### config.mk
export PLATFORM = sky130hd
export DESIGN_NAME = irq_cause_unit
export DESIGN_NICKNAME = d
export VERILOG_FILES = /design/src/rtl/irq_cause_pkg.sv /design/src/rtl/irq_edge_detect.sv /design/src/rtl/irq_cause_bank.sv /design/src/rtl/irq_reg_port.sv /design/src/rtl/irq_cause_unit.sv
export SDC_FILE = /design/constraint.sdc
export NUM_CORES = 1
export LEC_CHECK = 0
export BUFFER_PORTS_ARGS = -buffer_cell sky130_fd_sc_hd__buf_2
export CORE_AREA = 2 2 85 87
export DETAILED_ROUTE_END_ITERATION = 16
export DIE_AREA = 0 0 87 89
export GPL_ROUTABILITY_DRIVEN = 0
export GPL_TIMING_DRIVEN = 0
export PLACE_DENSITY = 0.52
export SYNTH_ARGS = -nofsm -noshare
export SYNTH_HDL_FRONTEND = slang
export SYNTH_SLANG_ARGS = --single-unit
### constraint.sdc
create_clock -name clk_i -period 1.3 [get_ports clk_i]
set_clock_uncertainty 0.1 [all_clocks]
set_input_delay 0.13 -clock clk_i [delete_from_list [all_inputs] [get_ports clk_i]]
set_output_delay 0.13 -clock clk_i [all_outputs]
set_load 0.005 [all_outputs]
### src/rtl/irq_cause_pkg.sv
package irq_cause_pkg;
  localparam int unsigned NUM_SRC  = 13;
  localparam int unsigned DATA_W   = 32;
  localparam int unsigned ADDR_W   = 2;
  localparam logic [ADDR_W-1:0] ADDR_CAUSE = 2'd0;
  localparam logic [ADDR_W-1:0] ADDR_MASK  = 2'd1;
endpackage

### src/rtl/irq_edge_detect.sv
module irq_edge_detect #(
  parameter int unsigned WIDTH = 13
) (
  input  logic             clk_i,
  input  logic             rst_i,
  input  logic [WIDTH-1:0] level_i,
  output logic [WIDTH-1:0] rise_o
);
  logic [WIDTH-1:0] prev_q;

  // The previous sample tracks the input even in reset, so a flag that is
  // already high when reset ends does not count as a rise.
  always_ff @(posedge clk_i) begin
    prev_q <= level_i;
  end

  assign rise_o = rst_i ? '0 : (level_i & ~prev_q);

  p_rise_needs_low_r1: assert property (@(posedge clk_i) disable iff (rst_i)
    (rise_o != '0) |=> (($past(rise_o) & ~prev_q) == '0));
endmodule

### src/rtl/irq_cause_bank.sv
module irq_cause_bank #(
  parameter int unsigned WIDTH = 13
) (
  input  logic             clk_i,
  input  logic             rst_i,
  input  logic [WIDTH-1:0] rise_i,
  input  logic [WIDTH-1:0] clear_i,
  output logic [WIDTH-1:0] cause_o
);
  genvar g;
  generate
    for (g = 0; g < WIDTH; g++) begin : g_bit
      logic bit_q;
      always_ff @(posedge clk_i) begin
        if (rst_i) begin
          bit_q <= 1'b0;
        end else if (rise_i[g]) begin
          bit_q <= 1'b1;
        end else if (clear_i[g]) begin
          bit_q <= 1'b0;
        end
      end
      assign cause_o[g] = bit_q;
    end
  endgenerate

  p_set_on_edge_r1: assert property (@(posedge clk_i) disable iff (rst_i)
    1'b1 |=> ((cause_o & ~$past(cause_o) & ~$past(rise_i)) == '0));
  p_w1c_r3: assert property (@(posedge clk_i) disable iff (rst_i)
    1'b1 |=> ((cause_o & $past(clear_i) & ~$past(rise_i)) == '0));
  p_edge_wins_r6: assert property (@(posedge clk_i) disable iff (rst_i)
    1'b1 |=> (($past(rise_i) & ~cause_o) == '0));
endmodule

### src/rtl/irq_reg_port.sv
module irq_reg_port
  import irq_cause_pkg::*;
#(
  parameter int unsigned WIDTH = NUM_SRC
) (
  input  logic              clk_i,
  input  logic              rst_i,
  input  logic              wr_en_i,
  input  logic [ADDR_W-1:0] addr_i,
  input  logic [DATA_W-1:0] wdata_i,
  input  logic [WIDTH-1:0]  cause_i,
  output logic [WIDTH-1:0]  clear_o,
  output logic [DATA_W-1:0] rdata_o,
  output logic              irq_o
);
  localparam int unsigned PAD_W = DATA_W - WIDTH;

  logic [WIDTH-1:0]  mask_q;
  logic [DATA_W-1:0] rdata_q;
  logic              irq_q;
  logic [DATA_W-1:0] rd_mux;

  assign clear_o = (wr_en_i && addr_i == ADDR_CAUSE) ? wdata_i[WIDTH-1:0] : '0;

  always_ff @(posedge clk_i) begin
    if (rst_i) begin
      mask_q <= '0;
    end else if (wr_en_i && addr_i == ADDR_MASK) begin
      mask_q <= wdata_i[WIDTH-1:0];
    end
  end

  always_comb begin
    case (addr_i)
      ADDR_CAUSE: rd_mux = {{PAD_W{1'b0}}, cause_i};
      ADDR_MASK:  rd_mux = {{PAD_W{1'b0}}, mask_q};
      default:    rd_mux = '0;
    endcase
  end

  always_ff @(posedge clk_i) begin
    if (rst_i) begin
      rdata_q <= '0;
      irq_q   <= 1'b0;
    end else begin
      rdata_q <= rd_mux;
      irq_q   <= |(cause_i & mask_q);
    end
  end

  assign rdata_o = rdata_q;
  assign irq_o   = irq_q;

  p_mask_reset_r4: assert property (@(posedge clk_i)
    $fell(rst_i) |-> (mask_q == '0 && !irq_o));
  p_irq_steady_r5: assert property (@(posedge clk_i) disable iff (rst_i)
    ($stable(cause_i) && $stable(mask_q)) |=> $stable(irq_o));
  p_upper_zero_r8: assert property (@(posedge clk_i) disable iff (rst_i)
    rdata_o[DATA_W-1:WIDTH] == '0);
endmodule

### src/rtl/irq_cause_unit.sv
module irq_cause_unit
  import irq_cause_pkg::*;
(
  input  logic              clk_i,
  input  logic              rst_i,
  input  logic [NUM_SRC-1:0] status_i,
  input  logic              wr_en_i,
  input  logic [ADDR_W-1:0] addr_i,
  input  logic [DATA_W-1:0] wdata_i,
  output logic [DATA_W-1:0] rdata_o,
  output logic              irq_o
);
  logic [NUM_SRC-1:0] rise;
  logic [NUM_SRC-1:0] clear;
  logic [NUM_SRC-1:0] cause;

  irq_edge_detect #(.WIDTH(NUM_SRC)) u_edge (
    .clk_i   (clk_i),
    .rst_i   (rst_i),
    .level_i (status_i),
    .rise_o  (rise)
  );

  irq_cause_bank #(.WIDTH(NUM_SRC)) u_bank (
    .clk_i   (clk_i),
    .rst_i   (rst_i),
    .rise_i  (rise),
    .clear_i (clear),
    .cause_o (cause)
  );

  irq_reg_port #(.WIDTH(NUM_SRC)) u_port (
    .clk_i   (clk_i),
    .rst_i   (rst_i),
    .wr_en_i (wr_en_i),
    .addr_i  (addr_i),
    .wdata_i (wdata_i),
    .cause_i (cause),
    .clear_o (clear),
    .rdata_o (rdata_o),
    .irq_o   (irq_o)
  );
endmodule

==> results.yml, run 1 <==
sta:
  hold_viol_final: 0
  fin_crit_ns: 1.220
  setup_violations: 0
  clock.fmax_mhz: 819.8
  worst_pin_slew_ns: 0.5040
  slew-limit-headroom: 0.6640
  fin_crit_sh: 0.9384
  slew_violations: 0
  tns_ns: 0
  worst_slack_ns: 0.08012
  hold_ws_ns: 0.01393
  rsz0062_at_grt: "no"
outcome:
  status: "finished, final reports clean"
synthesis:
  synthArstFlopShare: 0
  yosysWarnings: 0
  synth_area_per_cell_um2: 9.458
  netlist_area_um2: 1996
  yosysMostFrequentCell: "dfxtp_1"
  synth-seq-cells: 53
  synthTopCellsByCount: "dfxtp_1 (53), a21oi_1 (26), nand2_1 (26)"
  ys_seq_area_frac: 0.5317
  synth.largest_area_cell: "dfxtp_1"
  synthTopCellsByArea: "dfxtp_1 (53%), buf_4 (7.1%), a21oi_1 (6.5%), mux2i_1 (6.5%), nand2_1 (4.9%)"
  synth_cell_types: 24
  synthFlopType: "dfxtp_1"
  synth_edf_count: 0
  syn_inst: 211
  synth_top_area_share: 0.5317
place:
  dp.cells: 351
  port_buffers: 42
  hpwl_um: 3044
  pre_cts_slack_ns: -0.02314
  place_area_um2: 2374
global_routing:
  grt_pass1_wl_um: 6817
  grt_max_degree: 16
  antenna_found_initial: 0
  grt_pass1_vias: 1437
  track_usage: 0.1152
  grt_overflow: 0
cts:
  clkSlewWorstSetupHoldPaths_ns: 0.09
  htree_levels: 2
  cts_setup_buffers: 0
  cts_tree: "yes"
  cts_buffers: 5
  clk_latency_ns: 0.30
  max-clock-path-buffers: 2
  cts_root_buffer: "clkbuf_8"
  cts.repair.resized: 0
  cts.sinks: 53
floorplan:
  io_pins: 83
  die_w_um: 87
  fp.dieH_um: 89
  fp-row-count: 30
  dieArea_um2: 7743
  core-area_um2: 6719
  start_util: 0.2970
detailed_routing:
  viasPerCell: 3.995
  num_vias: 1538
  totalWireLength_um: 4112
  wl_per_cell_um: 10.68
  drcViolationCount: 0
  dr.pass1.iters: 6
  drt_iter0_drc: 94
  ant_nets: 0
cells_and_area:
  instances_no_fill: 385
  antenna_cells: 0
  syn2layout_area_growth_pct: 37.05
  drive_above_1_share: 0.2820
  final_core_util: 0.4071
  finalNetCount: 354
  design_area_um2: 2735
critical_path:
  regToRegSetupSlack_ns: 0.08
  crit_family: "compound AO/OA/AOI/OAI gates"
  path_class: "flop to flop"
  worstSetupStartpointType: "flop"
  arrival_ns: 1.29
  crit_chain: "a222oi_1, and3_1, a31oi_1"
  slowest_delay_ns: 0.36
  required_ns: 1.37
  crit_path_max_fanout: 3
  end_kind: "flop"
  slowest_stage: "a222oi_1"
  crit_buf_inv: 0
power_and_ir_drop:
  p_total_mw: 3.089
  p_leak_nw: 1.261
  peakVddDrop_uv: 465.3
  p_per_area_nw_per_um2: 1129
flow_run:
  drv_cap: 0
hold_path:
  hp-class: "primary input to flop"
==> cell usage in the layout (no fill, tap or decap), drive strengths merged <==
cell	n
clkinv	1
a221oi	1
inv	13
a31oi	1
nand2b	13
and3b	1
buf	66
o21ai	13
or3b	1
a222oi	1
mux2i	13
nor2	13
or2	1
clkbuf	11
nand2	26
nand3b	1
and3	1
a22o	1
a22oi	3
dfxtp	53
a21oi	26
conb	19
dlygate4sd3	26
==> power by group <==
part | internal [mW] | leakage [nW] | switching (mW)
sequential | 1.70 | 0.436 | 0.0418
combinational | 0.201 | 0.770 | 0.153
clock | 0.482 | 0.0542 | 0.516
total | 2.38 | 1.26 | 0.711
==> repair_timing <==
action                     CTS  global route
hold buffers                26             0
setup endpoints to repair    0             1
hold endpoints to repair    39             0
==> flip-flops by register name (all words and copies together), names as in the netlist <==
name	cells
u_port.mask_q	13
u_edge.prev_q	13
u_bank.g_bit.bit_q	13
u_port.irq_o	1
u_port.rdata_o	13
==> routing by layer <==
metal / GRT usage / vias up / part of all wire
met4: 0.05114 / 0 / 0.025
met5: 0 / - / 0
met1: 0.1417 / 648 / 0.47
met2: 0.1895 / 47 / 0.45
met3: 0.03139 / 8 / 0.055
li1: - / 835 / -
==> worst reg2reg max path, cell delays in order, from the launching register on <==
cell      delay, ns
dfxtp_1        0.34
a222oi_1       0.36
and3_1         0.21
a31oi_1        0.08
==> final timing paths <==
kind	start	to	cells past startpoint
min	addr_i[0]	u_port.rdata_o[1]	3
max reg2reg	u_port.mask_q[10]	u_port.irq_o	3
max	u_port.mask_q[10]	u_port.irq_o	3
min reg2reg	u_port.mask_q[2]	u_port.mask_q[2]	2
==> layout make-up <==
| type | count | area [um^2] |
|---|---|---|
| buffer | 28 | 195.2 |
| tap | 80 | 100.1 |
| timing repair buffer | 68 | 470.5 |
| sequential | 53 | 1061 |
| fill | 687 | 3984 |
| clock inverter | 1 | 5.005 |
| multi-input combinational | 135 | 758.2 |
| inverter | 13 | 48.80 |
| clock buffer | 7 | 96.34 |
==> cells by family after synthesis <==
| group | share of synthesized area |
|---|---|
| and+or+nand+nor | 0.1342 |
| buffers and inverters | 0.1223 |
| muxes | 0.06520 |
| DFF | 0.5317 |
| other | 0.001879 |
| AOI/OAI and AO/OA | 0.1448 |
(Power assumes the default switching activity.)
==> run 2, diff against run 1 <==
--- a/config.mk
+++ b/config.mk
@@ -5,10 +5,11 @@
 export SDC_FILE = /design/constraint.sdc
 export NUM_CORES = 1
 export LEC_CHECK = 0
+export ABC_AREA = 1
 export BUFFER_PORTS_ARGS = -buffer_cell sky130_fd_sc_hd__buf_2
-export CORE_AREA = 2 2 85 87
+export CORE_AREA = 2 2 86 88
 export DETAILED_ROUTE_END_ITERATION = 16
-export DIE_AREA = 0 0 87 89
+export DIE_AREA = 0 0 88 90
 export GPL_ROUTABILITY_DRIVEN = 0
 export GPL_TIMING_DRIVEN = 0
 export PLACE_DENSITY = 0.52
==> results.yml, run 2 <==
outcome:
  status: "finished, final reports clean"
power_and_ir_drop:
  p_leak_nw: 1.263
  p_comb_frac: 0.112
  swShare: 0.2367
  peakVddDrop_uv: 466.2
  p_clk_frac: 0.325
  p_switching_mw: 0.7290
  seqPwrFrac: 0.563
  p_int_mw: 2.350
  p_per_area_nw_per_um2: 1132
sta:
  fin_crit_ns: 1.025
  slew-limit-headroom: 0.6558
  hold_viol_final: 0
  slew_violations: 0
  setup_violations: 0
  rsz0062_at_grt: "no"
  fin_crit_sh: 0.7885
  worst_slack_ns: 0.2749
  worst_pin_slew_ns: 0.5163
  tns_ns: 0
  clock.fmax_mhz: 975.5
hold_path:
  holdPathStages: 3
  hp-class: "primary input to flop"
  min_from: "wdata_i[5]"
  whs_endpoint: "u_port.mask_q[5]"
cts:
  max-clock-path-buffers: 2
  clk_latency_ns: 0.30
  postCtsHoldBufs: 19
  cts_buffers: 5
  htree_levels: 2
  cts_setup_buffers: 0
  cts_root_buffer: "clkbuf_8"
  cts.repair.resized: 0
  cts.sinks: 53
  clkSlewWorstSetupHoldPaths_ns: 0.09
  cts_tree: "yes"
critical_path:
  arrival_ns: 1.11
  rr_startpoint: "u_bank.g_bit[2].bit_q"
  path_class: "flop to flop"
  required_ns: 1.38
  reg2reg_to: "u_port.irq_o"
  crit_path_max_fanout: 3
  rr_worst_depth: 6
  worstSetupStartpointType: "flop"
  regToRegSetupSlack_ns: 0.27
  end_kind: "flop"
detailed_routing:
  drt_iter0_drc: 106
  totalWireLength_um: 4776
  num_vias: 1806
  wl_per_cell_um: 10.71
  viasPerCell: 4.049
  dr.pass1.iters: 4
  ant_nets: 0
  drcViolationCount: 0
floorplan:
  dieArea_um2: 7920
  die_w_um: 88
  fp-row-count: 31
  io_pins: 83
  start_util: 0.2887
  fp.dieH_um: 90
  core-area_um2: 7020
synthesis:
  synthFlopType: "dfxtp_1"
  synthTopCellsByCount: "nand2_1 (86), dfxtp_1 (53), a21oi_1 (39)"
  syn_inst: 260
  synth_top_area_share: 0.5235
  synth-seq-cells: 53
  synth.largest_area_cell: "dfxtp_1"
  synth_edf_count: 0
  ys_seq_area_frac: 0.5235
  synth_cell_types: 14
  yosysMostFrequentCell: "nand2_1"
  synthTopCellsByArea: "dfxtp_1 (52%), nand2_1 (16%), a21oi_1 (9.6%), buf_4 (8.1%), nand3_1 (6.4%)"
  synth_area_per_cell_um2: 7.796
  netlist_area_um2: 2027
  synthArstFlopShare: 0
  yosysWarnings: 0
global_routing:
  met3_usage: 0.03398
  top_usage_layer: "met2"
  antenna_found_initial: 0
  grt_overflow: 0
  grtUsageMet2: 0.2039
  grt_pass1_wl_um: 7990
  grt_max_degree: 16
  track_usage: 0.1288
  gr-usage-met1: 0.1703
  grt_pass1_vias: 1709
cells_and_area:
  final_core_util: 0.3875
  finalNetCount: 396
  layout_commonest_cell: "nand2_1"
  antenna_cells: 0
  syn2layout_area_growth_pct: 34.20
  drive_above_1_share: 0.2305
  final_cell_mix: "nand2_1 (86), dfxtp_1 (53), buf_2 (46)"
  nFillCells: 781
place:
  port_buffers: 42
  pre_cts_slack_ns: 0.02448
  hpwl_um: 3367
flow_run:
  drv_cap: 0
==> run 2: cells by family after synthesis <==
| group | count (synthesis) | share of synthesized area |
|---|---|---|
| other | 1 | 0.001850 |
| buffers and inverters | 47 | 0.1340 |
| and+or+nand+nor | 120 | 0.2444 |
| DFF | 53 | 0.5235 |
| AOI/OAI and AO/OA | 39 | 0.09630 |
==> run 2: metrics by stage <==
| step | power, mW | hold slack, ns | instances | instance area, um^2 |
|---|---|---|---|---|
| 6_report | 3.079 | 0.007860 | 446 | 2720 |
| 5_1_grt | 3.235 | 0.009619 | 446 | 2720 |
| 4_1_cts | 3.126 | 0.0008068 | 446 | 2720 |
| 3_5_place_dp | 2.075 | 0.1488 | 419 | 2429 |
| 3_3_place_gp | 2.070 | 0.1478 | 419 | 2429 |
| 2_1_floorplan | 1.956 | 0.05772 | 278 | 2095 |
==> run 2: per-layer routing <==
| metal | up-vias | share of wire |
|---|---|---|
| met5 | - | 0 |
| met4 | 0 | 0.0096 |
| met3 | 5 | 0.061 |
| met2 | 54 | 0.46 |
| met1 | 797 | 0.47 |
| li1 | 950 | - |
==> run 2: worst max-delay path by stage <==
stage	from	endpoint	cells after the start
finish	u_bank.g_bit[2].bit_q	u_port.irq_o	6
global route	u_bank.g_bit[2].bit_q	u_port.irq_o	6
CTS	u_bank.g_bit[2].bit_q	u_port.irq_o	6
detailed placement	addr_i[0]	u_port.mask_q[12]	7
global placement	addr_i[0]	u_bank.g_bit[4].bit_q	6
floorplan	addr_i[0]	u_port.mask_q[10]	6
==> run 2: critical path, stage by stage, from the launching register on <==
cell     delay (ns)
dfxtp_1        0.33
nand2_1        0.08
nand2_1        0.05
nor2_1         0.12
nand2_1        0.08
nor2_1         0.09
nor2_1         0.04
==> run 2: power by group through the flow <==
stage	registers, mW	clock network [mW]	logic, mW
after global routing	1.74	1.10	0.394
after floorplan	1.76	0	0.192
after global placement	1.77	0	0.301
after detailed placement	1.77	0	0.304
final	1.73	1.00	0.346
after CTS	1.73	1.04	0.349
==> run 2: cell type report <==
type,count,area [um^2],area share
sequential,53,1061,0.3901
multi-input combinational,178,762.0,0.2801
timing repair buffer,61,400.4,0.1472
buffer,31,211.5,0.07774
tap,99,123.9,0.04554
clock buffer,7,96.34,0.03542
inverter,16,60.06,0.02208
clock inverter,1,5.005,0.001840
